**src/rtl/eeb_pkg.sv**
```systemverilog
package eeb_pkg;
  localparam logic [1:0] SEL_CTRL = 2'd0;
  localparam logic [1:0] SEL_ADDR = 2'd1;
  localparam logic [1:0] SEL_DATA = 2'd2;
  localparam logic [1:0] SEL_BASE = 2'd3;

  localparam int CTL_WR    = 0;
  localparam int CTL_RD    = 1;
  localparam int CTL_BURST = 2;

  typedef enum logic [2:0] {
    S_IDLE, S_SINGLE, S_BLO, S_BHI, S_BDAT, S_BWR
  } eebState_t;

  typedef struct packed {
    logic startBurst;
    logic singleDone;
    logic ldRdData;
    logic ldLo;
    logic ldHi;
    logic ldDat;
    logic incPtr;
  } eebStrobe_t;
endpackage

```
**src/rtl/eeb_ctrl.sv**
```systemverilog
module eeb_ctrl
  import eeb_pkg::*;
(
  input  logic       clk,
  input  logic       rstN,
  input  logic       ctlWrite,
  input  logic [2:0] ctlWdata,
  input  logic       eeAck,
  input  logic       recEnd,
  output eebStrobe_t stb,
  output logic       eeReq,
  output logic       eeWr,
  output logic       useBurstAddr,
  output logic       memWe,
  output logic [2:0] ctlBits
);
  eebState_t state, stateNext;
  logic opRead, opReadNext;

  always_ff @(posedge clk) begin
    if (!rstN) begin
      state  <= S_IDLE;
      opRead <= 1'b0;
    end else begin
      state  <= stateNext;
      opRead <= opReadNext;
    end
  end

  always_comb begin
    stateNext  = state;
    opReadNext = opRead;
    stb        = '0;
    unique case (state)
      S_IDLE: begin
        if (ctlWrite) begin
          if (ctlWdata[CTL_RD]) begin
            stateNext  = S_SINGLE;
            opReadNext = 1'b1;
          end else if (ctlWdata[CTL_WR]) begin
            stateNext  = S_SINGLE;
            opReadNext = 1'b0;
          end else if (ctlWdata[CTL_BURST]) begin
            stateNext      = S_BLO;
            stb.startBurst = 1'b1;
          end
        end
      end
      S_SINGLE: if (eeAck) begin
        stb.singleDone = 1'b1;
        stb.ldRdData   = opRead;
        stateNext      = S_IDLE;
      end
      S_BLO: if (eeAck) begin
        stb.ldLo   = 1'b1;
        stb.incPtr = 1'b1;
        stateNext  = S_BHI;
      end
      S_BHI: if (eeAck) begin
        stb.incPtr = 1'b1;
        if (recEnd) stateNext = S_IDLE;
        else begin
          stb.ldHi  = 1'b1;
          stateNext = S_BDAT;
        end
      end
      S_BDAT: if (eeAck) begin
        stb.ldDat  = 1'b1;
        stb.incPtr = 1'b1;
        stateNext  = S_BWR;
      end
      S_BWR: stateNext = S_BLO;
      default: stateNext = S_IDLE;
    endcase
  end

  assign eeReq        = (state == S_SINGLE) || (state == S_BLO) ||
                        (state == S_BHI) || (state == S_BDAT);
  assign eeWr         = (state == S_SINGLE) && !opRead;
  assign useBurstAddr = (state != S_SINGLE);
  assign memWe        = (state == S_BWR);
  assign ctlBits[CTL_WR]    = (state == S_SINGLE) && !opRead;
  assign ctlBits[CTL_RD]    = (state == S_SINGLE) && opRead;
  assign ctlBits[CTL_BURST] = (state != S_IDLE) && (state != S_SINGLE);

  a_r10_req_held: assert property (@(posedge clk) disable iff (!rstN)
    eeReq && !eeAck |=> eeReq && $stable(eeWr));
  a_r2_rd_clears_on_ack: assert property (@(posedge clk) disable iff (!rstN)
    $fell(ctlBits[CTL_RD]) |-> $past(eeAck));
  a_r3_wr_clears_on_ack: assert property (@(posedge clk) disable iff (!rstN)
    $fell(ctlBits[CTL_WR]) |-> $past(eeAck));
  a_r5_burst_ends_on_ack: assert property (@(posedge clk) disable iff (!rstN)
    $fell(ctlBits[CTL_BURST]) |-> $past(eeAck) && $past(recEnd));
  a_r4_one_op: assert property (@(posedge clk) disable iff (!rstN)
    $onehot0(ctlBits));
  a_r7_write_after_data: assert property (@(posedge clk) disable iff (!rstN)
    memWe |-> $past(eeAck) && !eeReq);
endmodule

```
**src/rtl/eeb_dpath.sv**
```systemverilog
module eeb_dpath
  import eeb_pkg::*;
#(
  parameter int EE_AW  = 16,
  parameter int MEM_AW = 24,
  parameter int BASE_W = 9
) (
  input  logic              clk,
  input  logic              rstN,
  input  logic              hostWe,
  input  logic [1:0]        hostSel,
  input  logic [31:0]       hostWdata,
  output logic [31:0]       hostRdata,
  input  eebStrobe_t        stb,
  input  logic              useBurstAddr,
  input  logic [2:0]        ctlBits,
  input  logic [7:0]        eeRdata,
  output logic [EE_AW-1:0]  eeAddr,
  output logic [7:0]        eeWdata,
  output logic [MEM_AW-1:0] memAddr,
  output logic [7:0]        memData,
  output logic              recEnd
);
  localparam int LOW_W = MEM_AW - BASE_W;

  logic [EE_AW-1:0]  addrReg, ptr;
  logic [7:0]        dataReg, loByte;
  logic [BASE_W-1:0] baseReg;
  logic              used;
  logic [15:0]       recWord;

  assign recWord = {eeRdata, loByte};
  assign recEnd  = (recWord == 16'hFFFF);

  always_ff @(posedge clk) begin
    if (!rstN) begin
      addrReg <= '0;
      dataReg <= '0;
      baseReg <= '0;
      ptr     <= '0;
      used    <= 1'b0;
      loByte  <= '0;
      memAddr <= '0;
      memData <= '0;
    end else begin
      if (hostWe && hostSel == SEL_ADDR) addrReg <= hostWdata[EE_AW-1:0];
      if (hostWe && hostSel == SEL_BASE) baseReg <= hostWdata[BASE_W-1:0];
      if (stb.ldRdData) dataReg <= eeRdata;
      else if (hostWe && hostSel == SEL_DATA) dataReg <= hostWdata[7:0];

      if (stb.singleDone) begin
        ptr  <= addrReg + EE_AW'(1);
        used <= 1'b1;
      end else if (stb.startBurst) begin
        if (!used) ptr <= '0;
        used <= 1'b1;
      end else if (stb.incPtr) begin
        ptr <= ptr + EE_AW'(1);
      end

      if (stb.ldLo)  loByte  <= eeRdata;
      if (stb.ldHi)  memAddr <= {baseReg, recWord[LOW_W-1:0]};
      if (stb.ldDat) memData <= eeRdata;
    end
  end

  assign eeAddr  = useBurstAddr ? ptr : addrReg;
  assign eeWdata = dataReg;

  always_comb begin
    unique case (hostSel)
      SEL_CTRL: hostRdata = 32'(ctlBits);
      SEL_ADDR: hostRdata = 32'(addrReg);
      SEL_DATA: hostRdata = 32'(dataReg);
      default:  hostRdata = 32'(baseReg);
    endcase
  end

  a_r6_fresh_burst_at_zero: assert property (@(posedge clk) disable iff (!rstN)
    stb.startBurst && !used |=> eeAddr == '0);
  a_r7_base_in_upper_bits: assert property (@(posedge clk) disable iff (!rstN)
    stb.ldHi |=> memAddr[MEM_AW-1 -: BASE_W] == $past(baseReg));
  a_r8_no_record_on_end: assert property (@(posedge clk) disable iff (!rstN)
    stb.ldHi |-> !recEnd);
endmodule

```
**src/rtl/eeprom_burst_loader.sv**
```systemverilog
module eeprom_burst_loader
  import eeb_pkg::*;
#(
  parameter int EE_AW  = 16,
  parameter int MEM_AW = 24,
  parameter int BASE_W = 9
) (
  input  logic              clk,
  input  logic              rstN,
  input  logic              hostWe,
  input  logic [1:0]        hostSel,
  input  logic [31:0]       hostWdata,
  output logic [31:0]       hostRdata,
  output logic              eeReq,
  output logic              eeWr,
  output logic [EE_AW-1:0]  eeAddr,
  output logic [7:0]        eeWdata,
  input  logic              eeAck,
  input  logic [7:0]        eeRdata,
  output logic              memWe,
  output logic [MEM_AW-1:0] memAddr,
  output logic [7:0]        memData
);
  eebStrobe_t stb;
  logic       useBurstAddr, recEnd;
  logic [2:0] ctlBits;
  logic       ctlWrite;

  assign ctlWrite = hostWe && (hostSel == SEL_CTRL);

  eeb_ctrl u_ctrl (
    .clk(clk), .rstN(rstN), .ctlWrite(ctlWrite), .ctlWdata(hostWdata[2:0]),
    .eeAck(eeAck), .recEnd(recEnd), .stb(stb), .eeReq(eeReq), .eeWr(eeWr),
    .useBurstAddr(useBurstAddr), .memWe(memWe), .ctlBits(ctlBits)
  );

  eeb_dpath #(.EE_AW(EE_AW), .MEM_AW(MEM_AW), .BASE_W(BASE_W)) u_dpath (
    .clk(clk), .rstN(rstN), .hostWe(hostWe), .hostSel(hostSel),
    .hostWdata(hostWdata), .hostRdata(hostRdata), .stb(stb),
    .useBurstAddr(useBurstAddr), .ctlBits(ctlBits), .eeRdata(eeRdata),
    .eeAddr(eeAddr), .eeWdata(eeWdata), .memAddr(memAddr), .memData(memData),
    .recEnd(recEnd)
  );

  a_r9_busy_ignores_ctl: assert property (@(posedge clk) disable iff (!rstN)
    ctlBits != 3'b000 && !eeAck |=> $stable(ctlBits));
endmodule

```
**config.mk**
```make
export PLATFORM = sky130hd
export DESIGN_NAME = eeprom_burst_loader
export DESIGN_NICKNAME = d
export VERILOG_FILES = /design/src/rtl/eeb_pkg.sv /design/src/rtl/eeb_ctrl.sv /design/src/rtl/eeb_dpath.sv /design/src/rtl/eeprom_burst_loader.sv
export SDC_FILE = /design/constraint.sdc
export NUM_CORES = 1
export LEC_CHECK = 0
export ABC_AREA = 0
export BUFFER_PORTS_ARGS = -buffer_cell sky130_fd_sc_hd__clkbuf_2
export CORE_MARGIN = 4
export CORE_UTILIZATION = 53
export CTS_CLUSTER_SIZE = 8
export DETAILED_ROUTE_END_ITERATION = 10
export PLACE_DENSITY = 0.89
export SYNTH_ARGS = -nofsm -noshare
export SYNTH_HDL_FRONTEND = slang
export SYNTH_HIERARCHICAL = 1
export SYNTH_SLANG_ARGS = --single-unit
```
**constraint.sdc**
```tcl
create_clock -name clk -period 3.07 [get_ports clk]
set_input_delay 0.1535 -clock clk [delete_from_list [all_inputs] [get_ports clk]]
set_output_delay 0.1535 -clock clk [all_outputs]
set_load 0.005 [all_outputs]
```
## Word-level counts from Yosys, hierarchy flattened

Cells that the tools add are included.

- $add $sub $neg: 2
- Eq/ne operators: 17
- Mux-type cells: 37
- Reductions and logical operators: 22

Operator list:

| operator | number |
|---|---|
| $mux W16 | 5 |
| $pmux W16 S3 | 1 |
| $add A16 B1 Y16 const B | 2 |
| $mux W3 | 9 |
| $pmux W3 S6 | 1 |
| $eq A16 B16 Y1 const B | 1 |
| $mux W8 | 2 |
| $mux W1 | 15 |
| $ne A2 B2 Y1 const B | 5 |
| $logic_and A1 B1 Y1 | 7 |
| $eq A3 B2 Y1 const B | 2 |
| $eq A3 B3 Y1 const B | 2 |
| $mux W2 | 3 |
| $reduce_and A6 Y1 | 1 |
| $reduce_bool A2 Y1 | 3 |
| $reduce_bool A3 Y1 | 2 |
| $eq A2 B2 Y1 const B | 2 |
| $ne A4 B4 Y1 const B | 1 |
| $eq A3 B1 Y1 const B | 1 |
| $logic_not A3 Y1 | 1 |
| $logic_or A1 B1 Y1 | 3 |
| $ne A3 B1 Y1 const B | 1 |
| $ne A3 B3 Y1 const B | 1 |
| $reduce_and A3 Y1 | 1 |
| other kinds (6) | 6 |

- Register bits: 94
- Bits of input ports: 46
- Output and inout bits: 91
- Logic and storage cells: 88

## Longest topological paths before layout

Gate-level depths: netlist of the first run.

- Depth after elaboration: 7
- Depth in mapped cells: 9
- Gate-level depth less buffers: 7

## Cells and area by module

The synthesis of the first run kept the hierarchy.

By module, submodules not included:

| module | times used | cells an instance | area an instance (µm²) | seq. area each (µm²) |
|---|---|---|---|---|
| eeb_dpath | 1 | 539 | 4658.2 | 1801.7 |
| eeb_ctrl | 1 | 49 | 357.8 | 80.1 |
| eeprom_burst_loader | 1 | 1 | 12.5 | 0.0 |

## Worst setup path before layout of the first run

Ideal clock, no wire load.

- Kind: register to register
- Start: register u_ctrl.state[1]
- End: register u_dpath.dataReg[5], in the netlist u_dpath/eeWdata[5]
- Library setup time: 0.086 ns
- Arrival time: 2.077 ns
- Required time: 2.984 ns
- Slack: 0.908 ns
- Cell stages (with the launch flop): 10
- Buffers on the path: 3
- Clock period less this slack: 2.162 ns
- Cells stage by stage: dfxtp_1 clkbuf_4 nor2_1 and3_1 and2_1 clkbuf_1 a21o_1 buf_4 nor2_1 a211oi_1

RTL lines:

| what | line | source |
|---|---|---|
| from (decl) | eeb_ctrl.sv:17 | `eebState_t state, stateNext;` |
| from (signal assigned) | eeb_ctrl.sv:25 | `state <= stateNext;` |
| to (signal assigned) | eeb_dpath.sv:48 | `if (stb.ldRdData) dataReg <= eeRdata;` |
| to (signal assigned) | eeb_dpath.sv:49 | `else if (hostWe && hostSel == SEL_DATA) dataReg <= hostWdata[7:0];` |
| to (decl) | eeb_dpath.sv:27 | `logic [7:0] dataReg, loByte;` |

==> results of run 1 <==
flip-flops by register name, indices dropped and copies added (netlist names):
register         cells
u_ctrl/state         3
u_dpath/memAddr     24
u_dpath/ptr         16
u_ctrl/opRead        1
u_dpath/memData      8
u_dpath/loByte       8
u_dpath/baseReg      9
u_dpath/addrReg     16
u_dpath/used         1
u_dpath/eeWdata      8
metal layers:
layer  GRT usage  vias to the layer above  share of wire
met1       0.316                     2318           0.38
li1            -                     2242              -
met5           0                        -              0
met4      0.0984                        0          0.025
met3      0.0570                       46          0.096
met2       0.460                      313           0.50
through the flow:
step	cell area [µm²]	cells	hold WS, ns	power, W	util
CTS	5780	810	0.00259	0.00247	0.625
floorplan	5080	604	0.282	0.00154	-
global placement	5530	790	0.381	0.00163	0.598
global route	5780	810	0.0120	0.00257	0.625
detailed placement	5530	790	0.382	0.00165	0.598
finish	5780	810	0.0137	0.00248	0.625
logic make-up (layout without fill, tap and decap cells):
family	Yosys count	after routing
flip-flops	94	94
buffers and inverters	64	141
multiplexers	76	76
AND/OR/NAND/NOR	244	244
XOR/XNOR	6	6
AO/OA/AOI/OAI	102	102
adder cells (fa/ha/maj)	2	2
other	1	16
what timing repair did:
item	4_1_cts	5_1_grt
resized for setup	0	0
setup endpoints to repair	0	0
hold buffers	4	0
hold endpoints to repair	4	0
report_power, final:
group	switching, W	internal, W
clock network	0.000510	0.000328
logic	0.000191	0.000135
registers	0.0000584	0.00126
placed cells by master (no fill, tap or decap), types with 3 or more instances in the layout:
cell type        n
or3_1            5
a31oi_1         10
nor3_1          10
o22ai_1          4
mux2i_1         56
dfxtp_1         94
nand2_1         80
clkinv_8         3
nand3_1         11
and2_1           9
mux4_2           3
xnor2_1          6
and3_1           8
a21oi_1         33
o211ai_1         3
inv_1            8
nor2_1          64
a22o_1           5
o21a_1           5
mux2_2          17
nor4_1           8
nand2b_1         5
nand4_1         11
nor2b_1          7
buf_4            7
dlygate4sd3_1    4
conb_1          16
o21ai_0         14
clkbuf_8         9
nor3b_1          3
clkbuf_2       104
a211oi_1         9
cell type report:
class / count / area share
clock buffers: 9 / 0.0214
clock inverters: 7 / 0.0149
inverters: 10 / 0.00649
multi-input cells: 446 / 0.498
flip-flops and latches: 94 / 0.326
well taps: 129 / 0.0279
repair buffers: 115 / 0.106
critical path, cell delays in order (launching register included):
cell and delay (ns):
dfxtp_1 0.45, nor2_1 0.30, and3_1 0.83, and2_1 0.27, a21o_1 0.43, nor2_1 0.10, a211oi_1 0.24
worst paths after layout:
path | endpoint | start | slack, ns | cells past startpoint
setup / recovery | u_dpath/eeWdata[7]$_SDFFE_PN0P_ | u_ctrl/state[2]$_SDFFE_PN0P_ | 0.33 | 6
hold / removal | u_dpath/addrReg[13]$_SDFFE_PN0P_ | hostWdata[13] | 0.01 | 3
setup reg to reg | u_dpath/eeWdata[7]$_SDFFE_PN0P_ | u_ctrl/state[2]$_SDFFE_PN0P_ | 0.33 | 6
hold reg to reg | u_dpath/baseReg[3]$_SDFFE_PN0P_ | u_dpath/baseReg[3]$_SDFFE_PN0P_ | 0.49 | 2
==> out/metrics.cfg, run 1 <==
[logic_synthesis]
synth_mux_area_frac=0.163
ys_types=70
synth_common_cells=94 x dfxtp_1, 80 x nand2_1, 64 x nor2_1
async_flop_share=0
yosys.area_share.simple=0.248
yosysMostFrequentCell=dfxtp_1
ys_warn_count=6
ys_seq_area_frac=0.374
synthCells=589
synth_fa_ha_area_frac=0.00498
synth_top_family_by_area=simple AND/OR/NAND/NOR gates
synth_top_area_frac=0.374
syn_avg_cell_area_um2=8.54
synth_top_area_cell=dfxtp_1
synthTopCellsByArea=dfxtp_1 37%, mux2i_1 11%, nand2_1 6.0%
postSynthRegisterBits=94
synthXorXnorAreaFrac=0.0105
synthFlopType=dfxtp_1
netlist_area_um2=5030
synth_compound_area_frac=0.133
synth_edf_count=0

[detailed_routing]
drcViolationCount=0
first_pass_iters=6
drt-initial-drc-count=443
vias=4919
routedWlPerCell_um=18.5
drt.antenna.violating_nets=0
viasPerCell=6.07
drt-total-wl_mm=14.9

[grt]
gr-usage-all-layers=0.264
antenna_found_initial=0
overflow=0
grt_max_degree=62
grt_pass1_wl_mm=23.9
grt_pass1_vias=4722

[cells_and_area]
diodes=0
area_delta_synth_final_pct=14.9
drive_gt1_frac=0.245
nets=724
fillers=718
seq_area_um2=1880
multi_input_area_um2=2880

[floorplanning]
coreArea_um2=9240
die_w_um=105
io_pins=137
rows=35
start_util=0.544
die_y_um=105
dieArea_um2=11100

[placed_design]
gp_congestion=0.935
post-dp-hpwl_mm=10.4
portBuffers=104
pre_cts_slack_ns=0.411

[sta]
tightest_slew_ns=1.10
slew_headroom=0.270
rsz0062_at_grt=no
fmax_mhz=365
worst_slack_ns=0.330
fin_skew_ns=0.0142
hold_violations=0
post-route-period-util=0.892
period_minus_slack_ns=2.74
finalSetupTns_ns=0
setup_viol=0
drv_slew=0

[power]
power_density_nw_per_um2=429
p_leak_nw=2.24
max-vdd-ir-drop_mv=0.336

[critical_path]
path_class=flip-flop to flip-flop
cp-end-kind=flip-flop
critPathMaxFanout=25
cp_data_arrival_time_ns=3.01
cp-start-kind=flip-flop
cp.required_ns=3.34

[flow_run]
maxCapViolCount=0

[cts]
path_clk_slew_ns=0.10
clockRootBuffer=clkbuf_8
htreeDepth=3
clock-sinks=94
cts_tree=yes
post_cts_buffers=0
clk_latency_ns=0.38
cts_buffer_depth=2
cts_buffers=9

[run_status]
status=completed

[worst_hold_path]
hold_class=input port to flip-flop

(Power assumes the default switching activity.)
==> run 2, diff against run 1 <==
--- a/config.mk
+++ b/config.mk
@@ -11,6 +11,7 @@
 export CORE_UTILIZATION = 53
 export CTS_CLUSTER_SIZE = 8
 export DETAILED_ROUTE_END_ITERATION = 10
+export MAX_ROUTING_LAYER = met4
 export PLACE_DENSITY = 0.89
 export SYNTH_ARGS = -nofsm -noshare
 export SYNTH_HDL_FRONTEND = slang
==> constraint.sdc (replaced) <==
create_clock -name clk -period 2.9 [get_ports clk]
set_input_delay 0.145 -clock clk [delete_from_list [all_inputs] [get_ports clk]]
set_output_delay 0.145 -clock clk [all_outputs]
set_load 0.005 [all_outputs]
==> run 2 against run 1 <==
Effect of this change:
- global-route usage is 0.13 points higher
- clock power is 8.1% higher
- maximum frequency increased by 16%
- non-clock buffer count grew 1
- worst hold slack worse by 0.0041 ns
- flip-flop and latch count stayed put
- register-to-register slack gained 0.20 ns
- power grew 6.2%
- critical path depth is the same
- clock skew down 0.0070 ns
- sequential share of layout area hardly changed
==> out/metrics.cfg, run 2 (synthesis gave the netlist of run 1 again) <==
[critical_path]
path_delay_family=simple AND/OR/NAND/NOR gates
cpPeakStageDelay_ns=0.50  ; -0.33 ns
cp_data_arrival_time_ns=2.66  ; -0.35 ns
path_class=flip-flop to flip-flop
critPathMaxFanout=15  ; -40%
cp.required_ns=3.19  ; -0.15 ns
cp-start-kind=flip-flop
crit_chain=nor4b_1 -> and3_1 -> nor2b_1 -> nor3_2 -> o21ai_0 -> a31oi_1
cp_num_buf_inv=0  ; unchanged
cp-end-kind=flip-flop
crit_path_top_delay_cell=nor4b_1

[cells_and_area]
reg.largest.list=u_dpath/memAddr (24), u_dpath/addrReg (16), u_dpath/ptr (16)
regMostFlops=u_dpath/memAddr
diodes=0  ; unchanged
layout.cells.non_filler=811  ; +0.12%
nets=725  ; +0.14%
layout_commonest_cell=clkbuf_2
largest_register_ffs=24  ; unchanged
area_delta_synth_final_pct=14.9  ; about the same
drive_gt1_frac=0.248  ; +0.00257
final_cell_mix=104 x clkbuf_2, 94 x dfxtp_1, 80 x nand2_1, 64 x nor2_1, 56 x mux2i_1

[power]
pwr-share-clk=0.344  ; +0.006
max-vdd-ir-drop_mv=0.396  ; +18%
power_density_nw_per_um2=456  ; +6.2%
internal_power_w=0.00189  ; +9.7%
switching_power_w=0.000747  ; -1.6%
seqPwrFrac=0.528  ; -0.003
switching_share=0.284  ; -0.0226
p_leak_nw=2.24  ; +0.20%
pwr-share-comb=0.128  ; -0.003

[sta]
post-route-period-util=0.816  ; -0.0762
fin_skew_ns=0.00722  ; -0.00699 ns
finalSetupTns_ns=0  ; unchanged
hold_violations=0  ; unchanged
slew_headroom=0.402  ; +0.133
fmax_mhz=422  ; +16%
tightest_slew_ns=0.893  ; -0.202 ns
whs_ns=0.00967  ; -0.00408 ns
rsz0062_at_grt=no
setup_viol=0  ; unchanged
period_minus_slack_ns=2.37  ; -0.373 ns
drv_slew=0  ; unchanged

[floorplanning]
io_pins=137  ; unchanged
die_w_um=105  ; unchanged
rows=35  ; unchanged
die_y_um=105  ; unchanged
start_util=0.544  ; unchanged
dieArea_um2=11100  ; unchanged
coreArea_um2=9240  ; unchanged

[cts]
path_clk_slew_ns=0.10  ; about the same
htreeDepth=3  ; unchanged
clk_latency_ns=0.36  ; -0.02 ns
clockRootBuffer=clkbuf_8
clock-sinks=94  ; unchanged
cts_buffers=9  ; unchanged
cts_buffer_depth=2  ; unchanged
cts_tree=yes

[placed_design]
portBuffers=104  ; unchanged
post-dp-hpwl_mm=10.3  ; -0.92%
placed_cells=792  ; +0.25%
gp_congestion=0.934  ; about the same

[flow_run]
maxCapViolCount=0  ; unchanged

[worst_hold_path]
hold_class=input port to flip-flop

[detailed_routing]
first_pass_iters=8  ; +2
drt-total-wl_mm=14.3  ; -4.0%
drcViolationCount=0  ; unchanged
routedWlPerCell_um=17.7  ; -4.2%
drt-initial-drc-count=379  ; -14%
vias=4822  ; -2.0%
viasPerCell=5.95  ; -2.1%
drt.antenna.violating_nets=0  ; unchanged

[grt]
gr-usage-all-layers=0.265  ; +0.00126
grt_max_degree=46  ; -26%
overflow=0  ; unchanged
grt_pass1_vias=4697  ; -0.53%
grt_pass1_wl_mm=23.4  ; -1.9%
antenna_found_initial=0  ; unchanged

[run_status]
status=completed

==> run 2: through the flow <==
| step | power (W) | util | instance area [µm²] | setup WS (ns) |
|---|---|---|---|---|
| 2_1_floorplan | 0.00163 | - | 5080 | 0.738 |
| 6_report | 0.00263 | 0.625 | 5780 | 0.533 |
| 3_5_place_dp | 0.00174 | 0.600 | 5540 | 0.482 |
| 3_3_place_gp | 0.00173 | 0.600 | 5540 | 0.466 |
| 5_1_grt | 0.00275 | 0.625 | 5780 | 0.312 |
| 4_1_cts | 0.00264 | 0.625 | 5780 | 0.604 |
==> run 2: cell type report <==
| type | instances | area, µm² |
|---|---|---|
| Clock buffer | 9 | 124 |
| Clock inverter | 7 | 80.1 |
| Fill cell | 739 | 3460 |
| Inverter | 10 | 37.5 |
| Multi-Input combinational cell | 446 | 2880 |
| Sequential cell | 94 | 1880 |
| Tap cell | 129 | 161 |
| Timing Repair Buffer | 116 | 618 |
==> run 2: final timing paths <==
kind | startpoint | endpoint | slack [ns] | cells past startpoint
worst max-delay path | u_ctrl/state[0]$_SDFFE_PN0P_ | u_dpath/ptr[5]$_SDFFE_PN0P_ | 0.53 | 6
worst min-delay path | hostWdata[11] | u_dpath/addrReg[11]$_SDFFE_PN0P_ | 0.01 | 3
worst max register to register | u_ctrl/state[0]$_SDFFE_PN0P_ | u_dpath/ptr[5]$_SDFFE_PN0P_ | 0.53 | 6
worst min register to register | u_dpath/baseReg[5]$_SDFFE_PN0P_ | u_dpath/baseReg[5]$_SDFFE_PN0P_ | 0.49 | 2
==> run 2: worst reg2reg max path: cells and delay by family (launching register included) <==
family,cells,cell delay (ns)
flops,1,0.45
compound gates,2,0.34
simple gates,4,1.52
==> run 2: layer usage <==
layer | vias to the layer above | track usage | share of wire | wire length (µm)
met3 | 45 | 0.0625 | 0.092 | 1320
li1 | 2232 | - | - | -
met2 | 270 | 0.427 | 0.49 | 7000
met1 | 2275 | 0.324 | 0.39 | 5600
met4 | 0 | 0.0965 | 0.030 | 425
met5 | - | - | 0 | 0
==> run 2: repair_timing <==
item / in CTS / in global routing
hold buffers: 3 / 0
gates resized for setup: 0 / 0
endpoints found under the hold margin: 3 / 0
setup buffers: 0 / 0
==> run 2: power groups by stage <==
stage	clock network, W	logic, W	registers (W)
5_1_grt	0.000975	0.000373	0.00140
6_report	0.000906	0.000336	0.00139
2_1_floorplan	0	0.000235	0.00139
4_1_cts	0.000919	0.000332	0.00139
3_3_place_gp	0	0.000316	0.00142
3_5_place_dp	0	0.000326	0.00142
==> run 3, diff against run 2 <==
--- a/config.mk
+++ b/config.mk
@@ -5,7 +5,7 @@
 export SDC_FILE = /design/constraint.sdc
 export NUM_CORES = 1
 export LEC_CHECK = 0
-export ABC_AREA = 0
+export ABC_AREA = 1
 export BUFFER_PORTS_ARGS = -buffer_cell sky130_fd_sc_hd__clkbuf_2
 export CORE_MARGIN = 4
 export CORE_UTILIZATION = 53
==> constraint.sdc (replaced) <==
create_clock -name clk -period 2.45 [get_ports clk]
set_input_delay 0.1225 -clock clk [delete_from_list [all_inputs] [get_ports clk]]
set_output_delay 0.1225 -clock clk [all_outputs]
set_load 0.005 [all_outputs]
==> run 3 against run 2 <==
Effect of this change:
- global-route usage decreased by 1.2 points
- sequential power increased by 37%
- final cell count increased by 16%
- routed wire length decreased by 5.5%
- maximum frequency increased by 18%
- sequential share of layout area increased by 1.2 points
- flip-flop and latch count unchanged
- clock skew increased by 0.0020 ns
- critical path type unchanged
- largest power group unchanged
==> out/metrics.cfg, run 3 <==
[logic_synthesis]
synthTopCellsByArea=dfxtp_1 39%, o21ai_0 12%, nand2_1 8.9%
synth_edf_count=0  ; unchanged
yosysMostFrequentCell=o21ai_0
netlist_area_um2=4880  ; -3.0%
async_flop_share=0  ; unchanged
synth_common_cells=117 x o21ai_0, 116 x nand2_1, 112 x nor2_1
synthFlopType=dfxtp_1
ys_seq_area_frac=0.386  ; +0.0114
syn_avg_cell_area_um2=6.65  ; -22%
synthCells=734  ; +25%
ys_types=33  ; -53%
synth_top_area_frac=0.386  ; +0.0114
ys_warn_count=6  ; unchanged
synth_top_area_cell=dfxtp_1
postSynthRegisterBits=94  ; unchanged

[placed_design]
portBuffers=104  ; unchanged
gp_congestion=0.902  ; -3.5%
placed_cells=924  ; +17%
post-dp-hpwl_mm=10.0  ; -2.9%

[detailed_routing]
vias=5190  ; +7.6%
drt-total-wl_mm=13.6  ; -5.5%
drt.antenna.violating_nets=0  ; unchanged
drcViolationCount=0  ; unchanged
viasPerCell=5.52  ; -7.1%
first_pass_iters=6  ; -2
routedWlPerCell_um=14.4  ; -18%
drt-initial-drc-count=418  ; +10%

[cts]
cts_buffers=9  ; unchanged
post_cts_resized=0  ; unchanged
path_clk_slew_ns=0.10  ; about the same
htreeDepth=3  ; unchanged
clk_latency_ns=0.37  ; about the same
clockRootBuffer=clkbuf_8
post_cts_buffers=0  ; unchanged
cts_tree=yes
ctsHoldBuffers=0  ; -3
cts_buffer_depth=2  ; unchanged
clock-sinks=94  ; unchanged

[critical_path]
cp_data_arrival_time_ns=2.28  ; -0.38 ns
cp-start-kind=flip-flop
cp.required_ns=2.72  ; -0.47 ns
cp-end-kind=flip-flop
critPathMaxFanout=13  ; -2
path_class=flip-flop to flip-flop

[power]
power_density_nw_per_um2=766  ; +68%
p_leak_nw=2.53  ; +13%
max-vdd-ir-drop_mv=0.413  ; +4.1%
power_w=0.00427  ; +62%

[sta]
drv_slew=0  ; unchanged
slew_headroom=0.444  ; +0.0415
setup_viol=0  ; unchanged
post-route-period-util=0.820  ; +0.00338
tightest_slew_ns=0.832  ; -0.0610 ns
fmax_mhz=498  ; +18%
period_minus_slack_ns=2.01  ; -0.359 ns
hold_violations=0  ; unchanged
finalSetupTns_ns=0  ; unchanged
rsz0062_at_grt=no
fin_skew_ns=0.00927  ; +0.00205 ns

[cells_and_area]
nets=875  ; +21%
drive_gt1_frac=0.184  ; -0.0639
reg.largest.list=u_dpath/memAddr (24), u_dpath/addrReg (16), u_dpath/ptr (16)
largest_register_ffs=24  ; unchanged
fillers=827  ; +12%
regMostFlops=u_dpath/memAddr
diodes=0  ; unchanged
final_cell_mix=117 x o21ai_0, 116 x nand2_1, 112 x nor2_1, 104 x clkbuf_2, 94 x dfxtp_1
layout.cells.non_filler=940  ; +16%
layout_commonest_cell=o21ai_0
area_delta_synth_final_pct=14.2

[grt]
overflow=0  ; unchanged
grt_max_degree=86  ; +87%
gr-usage-all-layers=0.253  ; -0.0115
grt_pass1_wl_mm=22.1  ; -5.6%
grt_pass1_vias=4566  ; -2.8%
antenna_found_initial=0  ; unchanged

[flow_run]
maxCapViolCount=0  ; unchanged

[floorplanning]
start_util=0.551  ; +0.00726
io_pins=137  ; unchanged
coreArea_um2=8850  ; -4.2%
dieArea_um2=10800  ; -2.7%
rows=34  ; -2.9%
die_w_um=104  ; -1.4%
die_y_um=104  ; -1.4%

[run_status]
status=completed

[worst_hold_path]
hold_class=input port to flip-flop

==> run 3: changes by cell type after synthesis, moves of 8 or more <==
cell	before	now
o21ai_0	14	117
inv_1	9	74
mux2i_1	56	0
nor2_1	64	112
nand3_1	11	50
nand2_1	80	116
a21oi_1	33	55
mux2_2	17	0
nand2_2	0	10
a211oi_1	9	0
and2_1	9	0
and3_1	8	0
nor3_1	10	2
==> run 3: through the flow <==
step / instance area (µm²) / utilization / setup slack [ns] / hold WS (ns)
after floorplan: 4940 / - / 0.818 / 0.243
after global placement: 5390 / 0.609 / 0.526 / 0.407
after detailed placement: 5390 / 0.609 / 0.490 / 0.410
after CTS: 5570 / 0.630 / 0.471 / 0.0132
after global routing: 5570 / 0.630 / 0.151 / 0.0249
final: 5570 / 0.630 / 0.442 / 0.0248
==> run 3: logic make-up (layout without fill, tap and decap cells) <==
| group | after synthesis | in the layout | share of synthesized area |
|---|---|---|---|
| AO/OA/AOI/OAI | 203 | 203 | 0.221 |
| AND/OR/NAND/NOR | 312 | 312 | 0.273 |
| buffers and inverters | 122 | 205 | 0.115 |
| other | 1 | 16 | 0.000768 |
| flip-flops | 94 | 94 | 0.386 |
| adder cells (fa/ha/maj) | 2 | 2 | 0.00513 |
==> run 3: area by class of cell <==
cell class,instances,area (µm²),share of cell area
Clock buffer,9,124,0.0222
Clock inverter,7,61.3,0.0110
Inverter,77,289,0.0519
Multi-Input combinational cell,533,2500,0.449
Sequential cell,94,1880,0.338
Tap cell,108,135,0.0243
Timing Repair Buffer,112,581,0.104
==> run 3: power by group <==
part           switching (W)  leakage [nW]  internal (W)  total, W
sequential          0.000187         0.765       0.00172   0.00191
combinational       0.000858          1.67      0.000491   0.00135
clock               0.000617        0.0945      0.000393   0.00101
==> run 3: path summary, 6_finish.rpt <==
kind / startpoint / end / slack (ns) / cells after the start
setup / recovery: u_ctrl/state[0]$_SDFFE_PN0P_ / u_dpath/ptr[3]$_SDFFE_PN0P_ / 0.44 / 12
hold / removal: hostWdata[13] / u_dpath/addrReg[13]$_SDFFE_PN0P_ / 0.02 / 3
setup reg to reg: u_ctrl/state[0]$_SDFFE_PN0P_ / u_dpath/ptr[3]$_SDFFE_PN0P_ / 0.44 / 12
hold reg to reg: u_dpath/used$_SDFFE_PN0P_ / u_dpath/used$_SDFFE_PN0P_ / 0.47 / 2
==> run 3: critical path, cell delays in order, from the launching register on <==
cell and delay [ns]:
dfxtp_1 0.38, nor2_2 0.18, nand2_2 0.09, inv_1 0.09
nand2_1 0.07, nor2_1 0.17, nor2_1 0.09, nor2_1 0.09
nand2_1 0.23, inv_1 0.30, a21oi_1 0.10, o21ai_0 0.08
inv_1 0.05
==> run 3: metal layers <==
layer	vias up	GRT usage	part of all wire	wire length, µm
met4	0	0.0855	0.023	313
li1	2586	-	-	-
met3	24	0.0403	0.081	1100
met1	2366	0.333	0.44	5940
met2	214	0.398	0.46	6200
met5	-	-	0	0
